`src/rtl/wor_pkg.sv`:
```
// Shared bit positions and the control-bit bundle for the wake-on-ring slice.
package wor_pkg;
    localparam int DATA_W    = 32;
    localparam int DBG_BIT   = 18;
    localparam int LVL_BIT   = 17;
    localparam int EN_BIT    = 16;
    localparam int CLKSEL_BIT = 15;
    localparam int SWRES_BIT = 14;
    localparam int LO_BIT    = SWRES_BIT;
    localparam int HI_BIT    = DBG_BIT;

    typedef struct packed {
        logic dbg;
        logic lvl;
        logic en;
        logic clksel;
        logic swres;
    } ctrl_t;
endpackage

```
`src/rtl/wor_regs.sv`:
```
// Control register: holds the five control bits and returns them on reads.
// Assumes single-cycle writes. All unimplemented bit positions read as zero.
module wor_regs
    import wor_pkg::*;
#(
    parameter int DW = DATA_W
) (
    input  logic          clk,
    input  logic          rst_n,
    input  logic          wr_en,
    input  logic [DW-1:0] wr_data,
    output logic [DW-1:0] rd_data,
    output ctrl_t         ctrl
);
    logic unused_wr_bits;
    assign unused_wr_bits = ^{wr_data[DW-1:HI_BIT+1], wr_data[LO_BIT-1:0]};

    // Capture the implemented bits on a write strobe.
    always_ff @(posedge clk) begin
        if (!rst_n) begin
            ctrl <= '0;
        end else if (wr_en) begin
            ctrl.dbg    <= wr_data[DBG_BIT];
            ctrl.lvl    <= wr_data[LVL_BIT];
            ctrl.en     <= wr_data[EN_BIT];
            ctrl.clksel <= wr_data[CLKSEL_BIT];
            ctrl.swres  <= wr_data[SWRES_BIT];
        end
    end

    // Assemble the read word, with zeros in the reserved positions.
    always_comb begin
        rd_data             = '0;
        rd_data[DBG_BIT]    = ctrl.dbg;
        rd_data[LVL_BIT]    = ctrl.lvl;
        rd_data[EN_BIT]     = ctrl.en;
        rd_data[CLKSEL_BIT] = ctrl.clksel;
        rd_data[SWRES_BIT]  = ctrl.swres;
    end

    // a write is visible on the read port one edge later
    p_wr_readback_r1: assert property (@(posedge clk) disable iff (!rst_n)
        wr_en |=> rd_data[HI_BIT:LO_BIT] == $past(wr_data[HI_BIT:LO_BIT]));
endmodule

```
`src/rtl/wor_sync.sv`:
```
// Multi-flop synchroniser for one asynchronous level input.
// Assumes the input is a slow level, so only metastability needs handling.
module wor_sync #(
    parameter int STAGES = 2
) (
    input  logic clk,
    input  logic rst_n,
    input  logic d,
    output logic q
);
    logic [STAGES-1:0] chain;

    // Shift the input through the flop chain.
    always_ff @(posedge clk) begin
        if (!rst_n) chain <= '0;
        else        chain <= {chain[STAGES-2:0], d};
    end

    assign q = chain[STAGES-1];
endmodule

```
`src/rtl/wor_resume_gen.sv`:
```
// Gates the synchronised ring level and converts it to a resume pulse.
// The condition is edge-detected, so a drop of suspend or arming cancels it.
// Also edge-detects the software resume bit. Output is registered.
// Assumes wake_armed and suspended are synchronous to clk.
module wor_resume_gen (
    input  logic clk,
    input  logic rst_n,
    input  logic ring_s,
    input  logic lvl,
    input  logic en,
    input  logic swres,
    input  logic wake_armed,
    input  logic suspended,
    output logic resume_o
);
    logic match, match_q, sw_q, wor_pulse, sw_pulse;

    // Combined wake-on-ring condition and its rising edges.
    always_comb begin
        match     = en && (ring_s == lvl) && wake_armed && suspended;
        wor_pulse = match && !match_q;
        sw_pulse  = swres && !sw_q;
    end

    // Edge-history flops and the registered resume output.
    always_ff @(posedge clk) begin
        if (!rst_n) begin
            match_q  <= 1'b0;
            sw_q     <= 1'b0;
            resume_o <= 1'b0;
        end else begin
            match_q  <= match;
            sw_q     <= swres;
            resume_o <= wor_pulse || sw_pulse;
        end
    end

    // a ring pulse only arises with enable, arming and suspend all set
    p_gated_r6: assert property (@(posedge clk) disable iff (!rst_n)
        wor_pulse |-> (en && wake_armed && suspended));
    // the ring pulse never lasts two cycles
    p_single_r7: assert property (@(posedge clk) disable iff (!rst_n)
        wor_pulse |=> !wor_pulse);
    // the output is traced back to a ring or software edge
    p_cause_r8: assert property (@(posedge clk) disable iff (!rst_n)
        resume_o |-> ($past(wor_pulse) || $past(sw_pulse)));
    // with suspend low, no resume follows from the ring path
    p_cancel_r9: assert property (@(posedge clk) disable iff (!rst_n)
        (!suspended && !sw_pulse) |=> !resume_o);
endmodule

```
`src/rtl/wor_ctrl_top.sv`:
```
// Top of the wake-on-ring control slice: register, synchroniser, pulse generator.
module wor_ctrl_top
    import wor_pkg::*;
#(
    parameter int DW          = DATA_W,
    parameter int SYNC_STAGES = 2
) (
    input  logic          clk,
    input  logic          rst_n,
    input  logic          wr_en,
    input  logic [DW-1:0] wr_data,
    output logic [DW-1:0] rd_data,
    input  logic          ring_in,
    input  logic          wake_armed,
    input  logic          suspended,
    output logic          dbg_mode_o,
    output logic          clk_override_o,
    output logic          resume_req_o
);
    ctrl_t ctrl;
    logic  ring_s;

    wor_regs #(.DW(DW)) u_regs (
        .clk(clk), .rst_n(rst_n), .wr_en(wr_en), .wr_data(wr_data),
        .rd_data(rd_data), .ctrl(ctrl)
    );

    wor_sync #(.STAGES(SYNC_STAGES)) u_sync (
        .clk(clk), .rst_n(rst_n), .d(ring_in), .q(ring_s)
    );

    wor_resume_gen u_gen (
        .clk(clk), .rst_n(rst_n), .ring_s(ring_s), .lvl(ctrl.lvl),
        .en(ctrl.en), .swres(ctrl.swres), .wake_armed(wake_armed),
        .suspended(suspended), .resume_o(resume_req_o)
    );

    assign dbg_mode_o     = ctrl.dbg;
    assign clk_override_o = ctrl.clksel;

    // reserved positions never read as one
    p_rsvd_zero_r2: assert property (@(posedge clk) disable iff (!rst_n)
        rd_data[DW-1:HI_BIT+1] == '0 && rd_data[LO_BIT-1:0] == '0);
    // the clock override follows the register bit
    p_clksel_r3: assert property (@(posedge clk) disable iff (!rst_n)
        clk_override_o == rd_data[CLKSEL_BIT]);
endmodule

```
`config.mk`:
```
export PLATFORM = sky130hd
export DESIGN_NAME = wor_ctrl_top
export DESIGN_NICKNAME = d
export VERILOG_FILES = /design/src/rtl/wor_pkg.sv /design/src/rtl/wor_regs.sv /design/src/rtl/wor_sync.sv /design/src/rtl/wor_resume_gen.sv /design/src/rtl/wor_ctrl_top.sv
export SDC_FILE = /design/constraint.sdc
export NUM_CORES = 1
export LEC_CHECK = 0
export ABC_AREA = 1
export BUFFER_PORTS_ARGS = -buffer_cell sky130_fd_sc_hd__buf_2
export CORE_MARGIN = 10
export CORE_UTILIZATION = 35
export CTS_BUF_LIST = sky130_fd_sc_hd__clkbuf_8
export DETAILED_ROUTE_END_ITERATION = 8
export HOLD_SLACK_MARGIN = 0.02
export PLACE_DENSITY_LB_ADDON = 0.1
export SKIP_CTS_REPAIR_TIMING = 1
export SLEW_MARGIN = 20
export SYNTH_ARGS = -nofsm -noshare
export SYNTH_HDL_FRONTEND = slang
export SYNTH_SLANG_ARGS = --single-unit
```
`constraint.sdc`:
```
create_clock -name clk -period 1.2 [get_ports clk]
set_clock_uncertainty 0.05 [all_clocks]
set_input_delay 0.06 -clock clk [delete_from_list [all_inputs] [get_ports clk]]
set_output_delay 0.06 -clock clk [all_outputs]
set_load 0.01 [all_outputs]
```
======== Word level (Yosys, flattened, before mapping) ========
Index checks and enable logic that the tools add are counted.
operators by class
  equality and inequality tests ........... 1
  reductions and logical operators ........ 8
operators by type and width
  operator             number
  $logic_and A1 B1 Y1  5
  $logic_not A1 Y1     2
  $eq A1 B1 Y1         1
  $logic_or A1 B1 Y1   1
storage, ports and cells
  word-level logic and storage cells ...... 18
  register bits after elaboration ......... 10

======== Longest topological paths before layout ========
Gate-level depths: netlist of run 1.
  depth in word-level cells ............... 6
  gate-level depth with buffers ........... 5
  gate-level depth less buffers ........... 5

======== Cells and area by module ========
From an unflattened synthesis of run 1, not the netlist that was laid out.
second synthesis, totals
  cell total of the unflattened synthesis .. 88
  area total of the unflattened synthesis .. 626.9 um^2
modules (own cells, without submodules)
  module          area an instance (um^2)  instances  cells each  seq. area each (um^2)
  wor_regs        449.2                    1          64          100.1
  wor_resume_gen  122.6                    1          18          60.1
  wor_sync        55.1                     1          6           40.0

======== Worst setup path before layout of run 1 ========
No wires, ideal clock.
  path type ............................... register to register
  start point ............................. reg, netlist name u_regs.ctrl[3]
  end point ............................... reg u_gen.match_q
  setup slack ............................. 0.454 ns
  buffers on the path ..................... 0
  arrival ................................. 0.581 ns
  library setup time ...................... 0.115 ns
  data required time ...................... 1.035 ns
  stages on the path, launching flop included .. 5
  clock period less this slack ............ 0.746 ns
  cell sequence ........................... dfxtp_1 -> inv_1 -> nand2_1 -> nand2_1 -> and2_1
between the ends
  cells in the longest elaborated chain, start to end .. 4
ends and longest elaborated chain
  what                               line                  text
  $eq A1 B1 Y1                       wor_resume_gen.sv:20  match = en && (ring_s == lvl) && wake_armed && suspended;
  $logic_and A1 B1 Y1 (3 in series)  wor_resume_gen.sv:20
  end signal: assignment             wor_resume_gen.sv:32  match_q <= match;
  end: declaration                   wor_resume_gen.sv:16  logic match, match_q, sw_q, wor_pulse, sw_pulse;
No other way between the ends.
A chain may end at the register's enable or synchronous reset.

======== Final worst setup path of run 1 ========
  start point ............................. reg, netlist name u_regs.ctrl[0]
  end point ............................... out rd_data[14]
RTL lines
  what              line                text
  end: declaration  wor_ctrl_top.sv:12  output logic [DW-1:0] rd_data,
No word-level cell between the ends.

==> out/results.ini, run 1 <==
[placed_design]
port_buffers=18
dp.cells=105
hpwl_um=1031
gp_congestion=0.6967

[floorplan]
core-area_sq_um=1541
die_area_sq_um=3709
initial_core_util_pct=37.99
dieHeight_um=60.90
ios=73
die_x_um=60.90
num_rows=14

[run]
drv_cap=0

[grt]
grt_first_pass_wirelength_um=1759
grt_usage_pct=6.307
grt_max_degree=10
grt-ovfl-total=0
grt_pass1_vias=426
grt_antenna_before_repair=0

[synthesis]
ys_warn_count=0
ys_types=11
synth_top_area_share_pct=41.03
synth_top_cell_by_area=buf_4
syn_inst=77
seq_area_frac_synth_pct=34.19
synthTopCellsByArea=buf_4 (41%), dfxtp_1 (34%), nand2_1 (5.8%), nor2_1 (5.8%), inv_1 (4.5%)
synth_area_sq_um=585.6
ys_ff_latch=10
synth.avg_cell_area_sq_um=7.605

[cts]
clk_latency_ns=0.23
cts.sinks=10
clk_path_buf_depth=2
cts_tree=done
cts.root.buffer_cell=clkbuf_8
numCtsBuffers=3
clk_pin_slew_ns=0.05
cts_max_level=1

[power_and_ir_drop]
power-per-cell-area_nw_per_um2=1423
p_leak_nw=0.3796
power.total_mw=0.9079
ir_worst_vdd_mv=0.7469

[final_layout]
stdcell_count=112
diodes=0
finalNetCount=135
layout-drive-gt1-share_pct=22.92
fillers=174
syn_to_final_growth_pct=8.974

[critical_path]
cp_data_arrival_time_ns=0.72
required_ns=1.09
end_kind=primary output
critPathTopFamily=flip-flops
crit_cells=1
cp_max_fo=3
max_stage_delay_ns=0.34
reg2regPathDepth=4
crit_slowest_cell=dfxtp_1
crit_type=flop to primary output
crit_buf_inv=1
cp_cell_sequence=buf_2
worst_setup_path_start_kind=flop

[sta]
setup_viol=0
hold_violations=0
clock.fmax_mhz=1209
finalCritPeriodShare_pct=68.91
final.min_clock_period_ns=0.8270
slew_viol_final=0
final.setup.tns_ns=0
rsz0062_at_grt=false
fin_hold_ws_ns=0.002760

[drt]
wl_um=1217
num_vias=407
wl_per_cell_um=10.87
viasPerCell=3.634
post-route-drc-count=0
drt_pre_antenna_iters=2
dr.first_iter.drc_count=3
postRouteAntennaNets=0

[run_status]
status=completed

[min_path]
hold_depth=3
worst_hold_path_type=input pin to flop

[placed cells by master (no fill, tap or decap)]
master          n
buf_2          18
and2_1          1
nor2_1          9
dfxtp_1        10
o21ai_0         5
or2_0           1
conb_1         27
inv_1           7
dlygate4sd3_1   3
nand2_1         9
clkbuf_8        4
a21oi_1         1
nand3_1         1
[report_power, final]
| group | leakage, nW | switching, mW | total, mW | internal [mW] |
|---|---|---|---|---|
| sequential | 0.0826 | 0.00881 | 0.361 | 0.352 |
| clock | 0.0288 | 0.135 | 0.423 | 0.289 |
| combinational | 0.268 | 0.0830 | 0.124 | 0.0410 |
| total | 0.380 | 0.227 | 0.908 | 0.681 |
[per-layer routing]
layer  share of wire, %  track usage (%)  vias up
met1                 38            5.731      167
li1                   -                -      209
met5                  0                0        -
met3                 16            5.637        2
met2                 44            9.753       29
met4                1.2            2.821        0
[final cells by class]
type                    count  area (sq um)  share of cell area [%]
flip-flops and latches     10         200.2                   31.37
multi-input cells          54         216.5                   33.92
repair buffers             21         120.1                   18.82
inverters                   7         26.28                   4.118
well taps                  16         20.02                   3.137
clock buffers               4         55.05                   8.627
[sequential cells by signal, indices dropped and copies added (netlist names)]
name            count
u_gen.sw_q          1
u_regs.ctrl         5
u_gen.match_q       1
u_gen.resume_o      1
u_sync.chain        2
[worst register-to-register path, delay by kind of cell (launching register included)]
kind	cells	cell delay, ns
buffers and inverters	1	0.06
flip-flops	1	0.34
AND/OR/NAND/NOR	3	0.23
[Yosys cell counts]
cell type,instances
or2_0,1
nor2_1,9
dfxtp_1,10
inv_1,7
a21oi_1,1
nand2_1,9
o21ai_0,5
and2_1,1
conb_1,1
buf_4,32
nand3_1,1
[cells by family (layout without fill, tap and decap cells)]
logic type,after synthesis,in the layout,share of synthesized area [%]
other,1,27,0.6404
buffers and inverters,39,32,45.51
DFF,10,10,34.19
and+or+nand+nor,21,21,14.53
AOI/OAI and AO/OA,6,6,5.127
[path summary, 6_finish.rpt]
kind                                                  start                           to  slack, ns
worst min register to register   u_sync.chain[0]$_SDFF_PN0_   u_sync.chain[1]$_SDFF_PN0_       0.36
worst max-delay path            u_regs.ctrl[0]$_SDFFE_PN0P_                  rd_data[14]       0.37
worst max register to register  u_regs.ctrl[3]$_SDFFE_PN0P_     u_gen.match_q$_SDFF_PN0_       0.42
worst min-delay path                            wr_data[15]  u_regs.ctrl[1]$_SDFFE_PN0P_      0.003
[per-stage QoR]
stage / instance area (sq um) / setup slack, ns / util (%)
final: 638.1 / 0.3730 / 41.40
after floorplan: 683.2 / 0.4544 / -
after CTS: 608.1 / 0.3490 / 39.45
after global routing: 638.1 / 0.3260 / 41.40
after global placement: 553.0 / 0.4175 / 35.88
after detailed placement: 553.0 / 0.4174 / 35.88
(Power assumes the default switching activity.)
==> inputs of run 2 (changes only) <==
Settings changed: ABC_AREA 1 to 0, CORE_UTILIZATION 35 to 32.
Clock period 1.2 ns to 0.8 ns, I/O delays scaled along.
==> run 2 against run 1 <==
- via count is 12% lower
- the flow now finishes with violations (negative setup slack)
- largest power group unchanged
- wire length decreased by 2.7%
- sequential power increased by 50%
- area after synthesis decreased by 0.85%
- final cell count shrank 5.4%
- first-iteration DRC count fell by 33%
- cell area rose by 7.3%
- global-route usage decreased by 0.44 points
- count of clock-buffer cells in the layout unchanged
- clock power is 45% higher
- die area up 5.6%
==> out/results.ini, run 2 <==
[sta]
clock.fmax_mhz=1157
final.min_clock_period_ns=0.8643
hold_violations=0  ; unchanged
setup_viol=2  ; +2
slew_viol_final=0  ; unchanged
finalCritPeriodShare_pct=108.0
rsz0062_at_grt=true
final.setup.tns_ns=-0.08741  ; -0.08741 ns
final.setup.worst_slack_ns=-0.06431  ; -0.4373 ns

[synthesis]
synthTopCellsByArea=buf_4 (41%), dfxtp_1 (34%), mux2i_1 (8.6%), nor2b_1 (5.4%), and2_2 (2.6%)
synth_top_area_share_pct=41.38  ; +0.35 points
synth_edf_count=0  ; unchanged
syn_inst=62  ; -19%
synth_top_cell_by_area=buf_4
ys_warn_count=0  ; unchanged
synth_ff_type=dfxtp_1
ys_ff_latch=10  ; unchanged
ys_types=13  ; +2
synth_common_cells=buf_4 (32), dfxtp_1 (10), mux2i_1 (5), nor2b_1 (5), and2_2 (2)
seq_area_frac_synth_pct=34.48  ; +0.29 points
async_reset_ff_share_pct=0  ; unchanged
synth_most_common_cell=buf_4
synth_area_sq_um=580.6  ; -0.85%
synth.avg_cell_area_sq_um=9.364  ; +23%

[grt]
grt_usage_pct=5.870  ; -0.44 points
grt_antenna_before_repair=0  ; unchanged
grt_first_pass_wirelength_um=1828  ; +3.9%
grt-ovfl-total=0  ; unchanged
grt_max_degree=9  ; -1
grt_pass1_vias=410  ; -3.8%

[floorplan]
die_area_sq_um=3918  ; +5.6%
dieHeight_um=62.60  ; +2.8%
die_x_um=62.60  ; +2.8%
num_rows=15  ; +1
core-area_sq_um=1727  ; +12%
initial_core_util_pct=33.62  ; -4.4 points
ios=73  ; unchanged

[drt]
num_vias=360  ; -12%
wl_per_cell_um=11.17  ; +2.8%
viasPerCell=3.396  ; -6.5%
dr.first_iter.drc_count=2  ; -1
postRouteAntennaNets=0  ; unchanged
wl_um=1184  ; -2.7%
post-route-drc-count=0  ; unchanged
drt_pre_antenna_iters=2  ; unchanged

[final_layout]
layout-drive-gt1-share_pct=40.74  ; +18 points
reg_top3=u_regs.ctrl (5), u_sync.chain (2)
finalNetCount=120  ; -11%
syn_to_final_growth_pct=17.89
stdcell_count=106  ; -5.4%
top_register=u_regs.ctrl
final_cell_mix=conb_1 (27), buf_2 (14)
largest_reg_flops=5  ; unchanged
layout_commonest_cell=conb_1
fillers=193  ; +11%
diodes=0  ; unchanged

[power_and_ir_drop]
ir_worst_vdd_mv=0.8275  ; +11%
power-per-cell-area_nw_per_um2=1983  ; +39%
p_leak_nw=0.3741  ; -1.4%

[critical_path]
crit_type=flop to primary output
crit_slowest_cell=dfxtp_2
crit_top_cell=buf_6
cp_data_arrival_time_ns=0.77  ; +0.05 ns
cp_cell_sequence=buf_6 -> buf_6
required_ns=0.71  ; -0.38 ns
r2r_setup_slack_ns=-0.02  ; -0.44 ns
critPathTopFamily=flip-flops
worst_setup_path_start_kind=flop
r2r_end=u_gen.resume_o$_SDFF_PN0_
crit_buf_inv=2  ; +1
cp_max_fo=2  ; -1
reg2regPathDepth=2  ; -2
max_stage_delay_ns=0.32  ; -0.02 ns
end_kind=primary output
r2r_start=u_regs.ctrl[2]$_SDFFE_PN0P_

[cts]
cts_tree=done
cts.root.buffer_cell=clkbuf_8
cts_max_level=1  ; unchanged
cts.sinks=10  ; unchanged
clk_path_buf_depth=2  ; unchanged
numCtsBuffers=3  ; unchanged
clk_latency_ns=0.23  ; about the same
clk_pin_slew_ns=0.05  ; about the same

[run_status]
status=finished, violations left
violations=negative setup slack

[min_path]
worst_hold_path_type=input pin to flop
hold_depth=3  ; unchanged
min_to=u_regs.ctrl[3]$_SDFFE_PN0P_
worstHoldStart=wr_data[17]

[placed_design]
gp_congestion=0.7244  ; +4.0%
port_buffers=18  ; unchanged
hpwl_um=1013  ; -1.8%
dp.cells=101  ; -3.8%

[run]
drv_cap=0  ; unchanged

==> run 2: power by group <==
| part | switching, mW | internal (mW) |
|---|---|---|
| clock | 0.183 | 0.431 |
| sequential | 0.0150 | 0.528 |
| combinational | 0.117 | 0.0837 |
==> run 2: metal layers <==
layer | track usage, % | part of all wire (%)
met3 | 4.659 | 17
met4 | 5.028 | 2.3
met1 | 5.544 | 39
met5 | 0 | 0
met2 | 8.077 | 41
==> run 2: how the worst max path moves through the flow <==
stage / from / cells past startpoint / end / slack [ns]
2_1_floorplan: u_regs.ctrl[3]$_SDFFE_PN0P_ / 2 / u_gen.resume_o$_SDFF_PN0_ / 0.007
5_1_grt: u_regs.ctrl[3]$_SDFFE_PN0P_ / 2 / rd_data[17] / -0.09
6_report: u_regs.ctrl[3]$_SDFFE_PN0P_ / 2 / rd_data[17] / -0.06
3_5_place_dp: u_regs.ctrl[2]$_SDFFE_PN0P_ / 2 / u_gen.resume_o$_SDFF_PN0_ / -0.04
4_1_cts: u_regs.ctrl[3]$_SDFFE_PN0P_ / 2 / rd_data[17] / -0.11
3_3_place_gp: u_regs.ctrl[3]$_SDFFE_PN0P_ / 2 / u_gen.resume_o$_SDFF_PN0_ / -0.02
==> run 2: stage by stage <==
step	util [%]	hold WS, ns	worst slack, ns	power (mW)	cell area, sq um
floorplan	-	0.1065	0.006670	0.7723	678.2
global placement	33.41	0.2099	-0.02046	0.7212	576.8
detailed placement	33.41	0.2173	-0.04142	0.7220	576.8
CTS	36.59	-0.02433	-0.1067	1.352	631.9
global route	39.64	0.02627	-0.08850	1.428	684.4
finish	39.64	0.01659	-0.06431	1.357	684.4
==> run 2: worst register-to-register path, delay by kind of cell, from the launching register on <==
kind	cells	cell delay [ns]
AOI/OAI and AO/OA	1	0.25
DFF	1	0.33
and+or+nand+nor	1	0.12
==> run 2: cell type report <==
| class | count | area (sq um) | share of cell area (%) |
|---|---|---|---|
| multi-input combinational | 44 | 236.5 | 34.55 |
| sequential | 10 | 206.4 | 30.16 |
| timing repair buffer | 22 | 151.4 | 22.12 |
| clock buffer | 4 | 55.05 | 8.044 |
| tap | 25 | 31.28 | 4.570 |
| inverter | 1 | 3.754 | 0.5484 |
==> run 2: kinds of logic after synthesis <==
family,after synthesis,share of synthesized area [%]
AOI/OAI and AO/OA,1,1.509
xor gates and xnor gates,1,1.509
buffers and inverters,34,42.89
DFF,10,34.48
muxes,5,8.621
other,1,0.6459
and+or+nand+nor,10,10.34
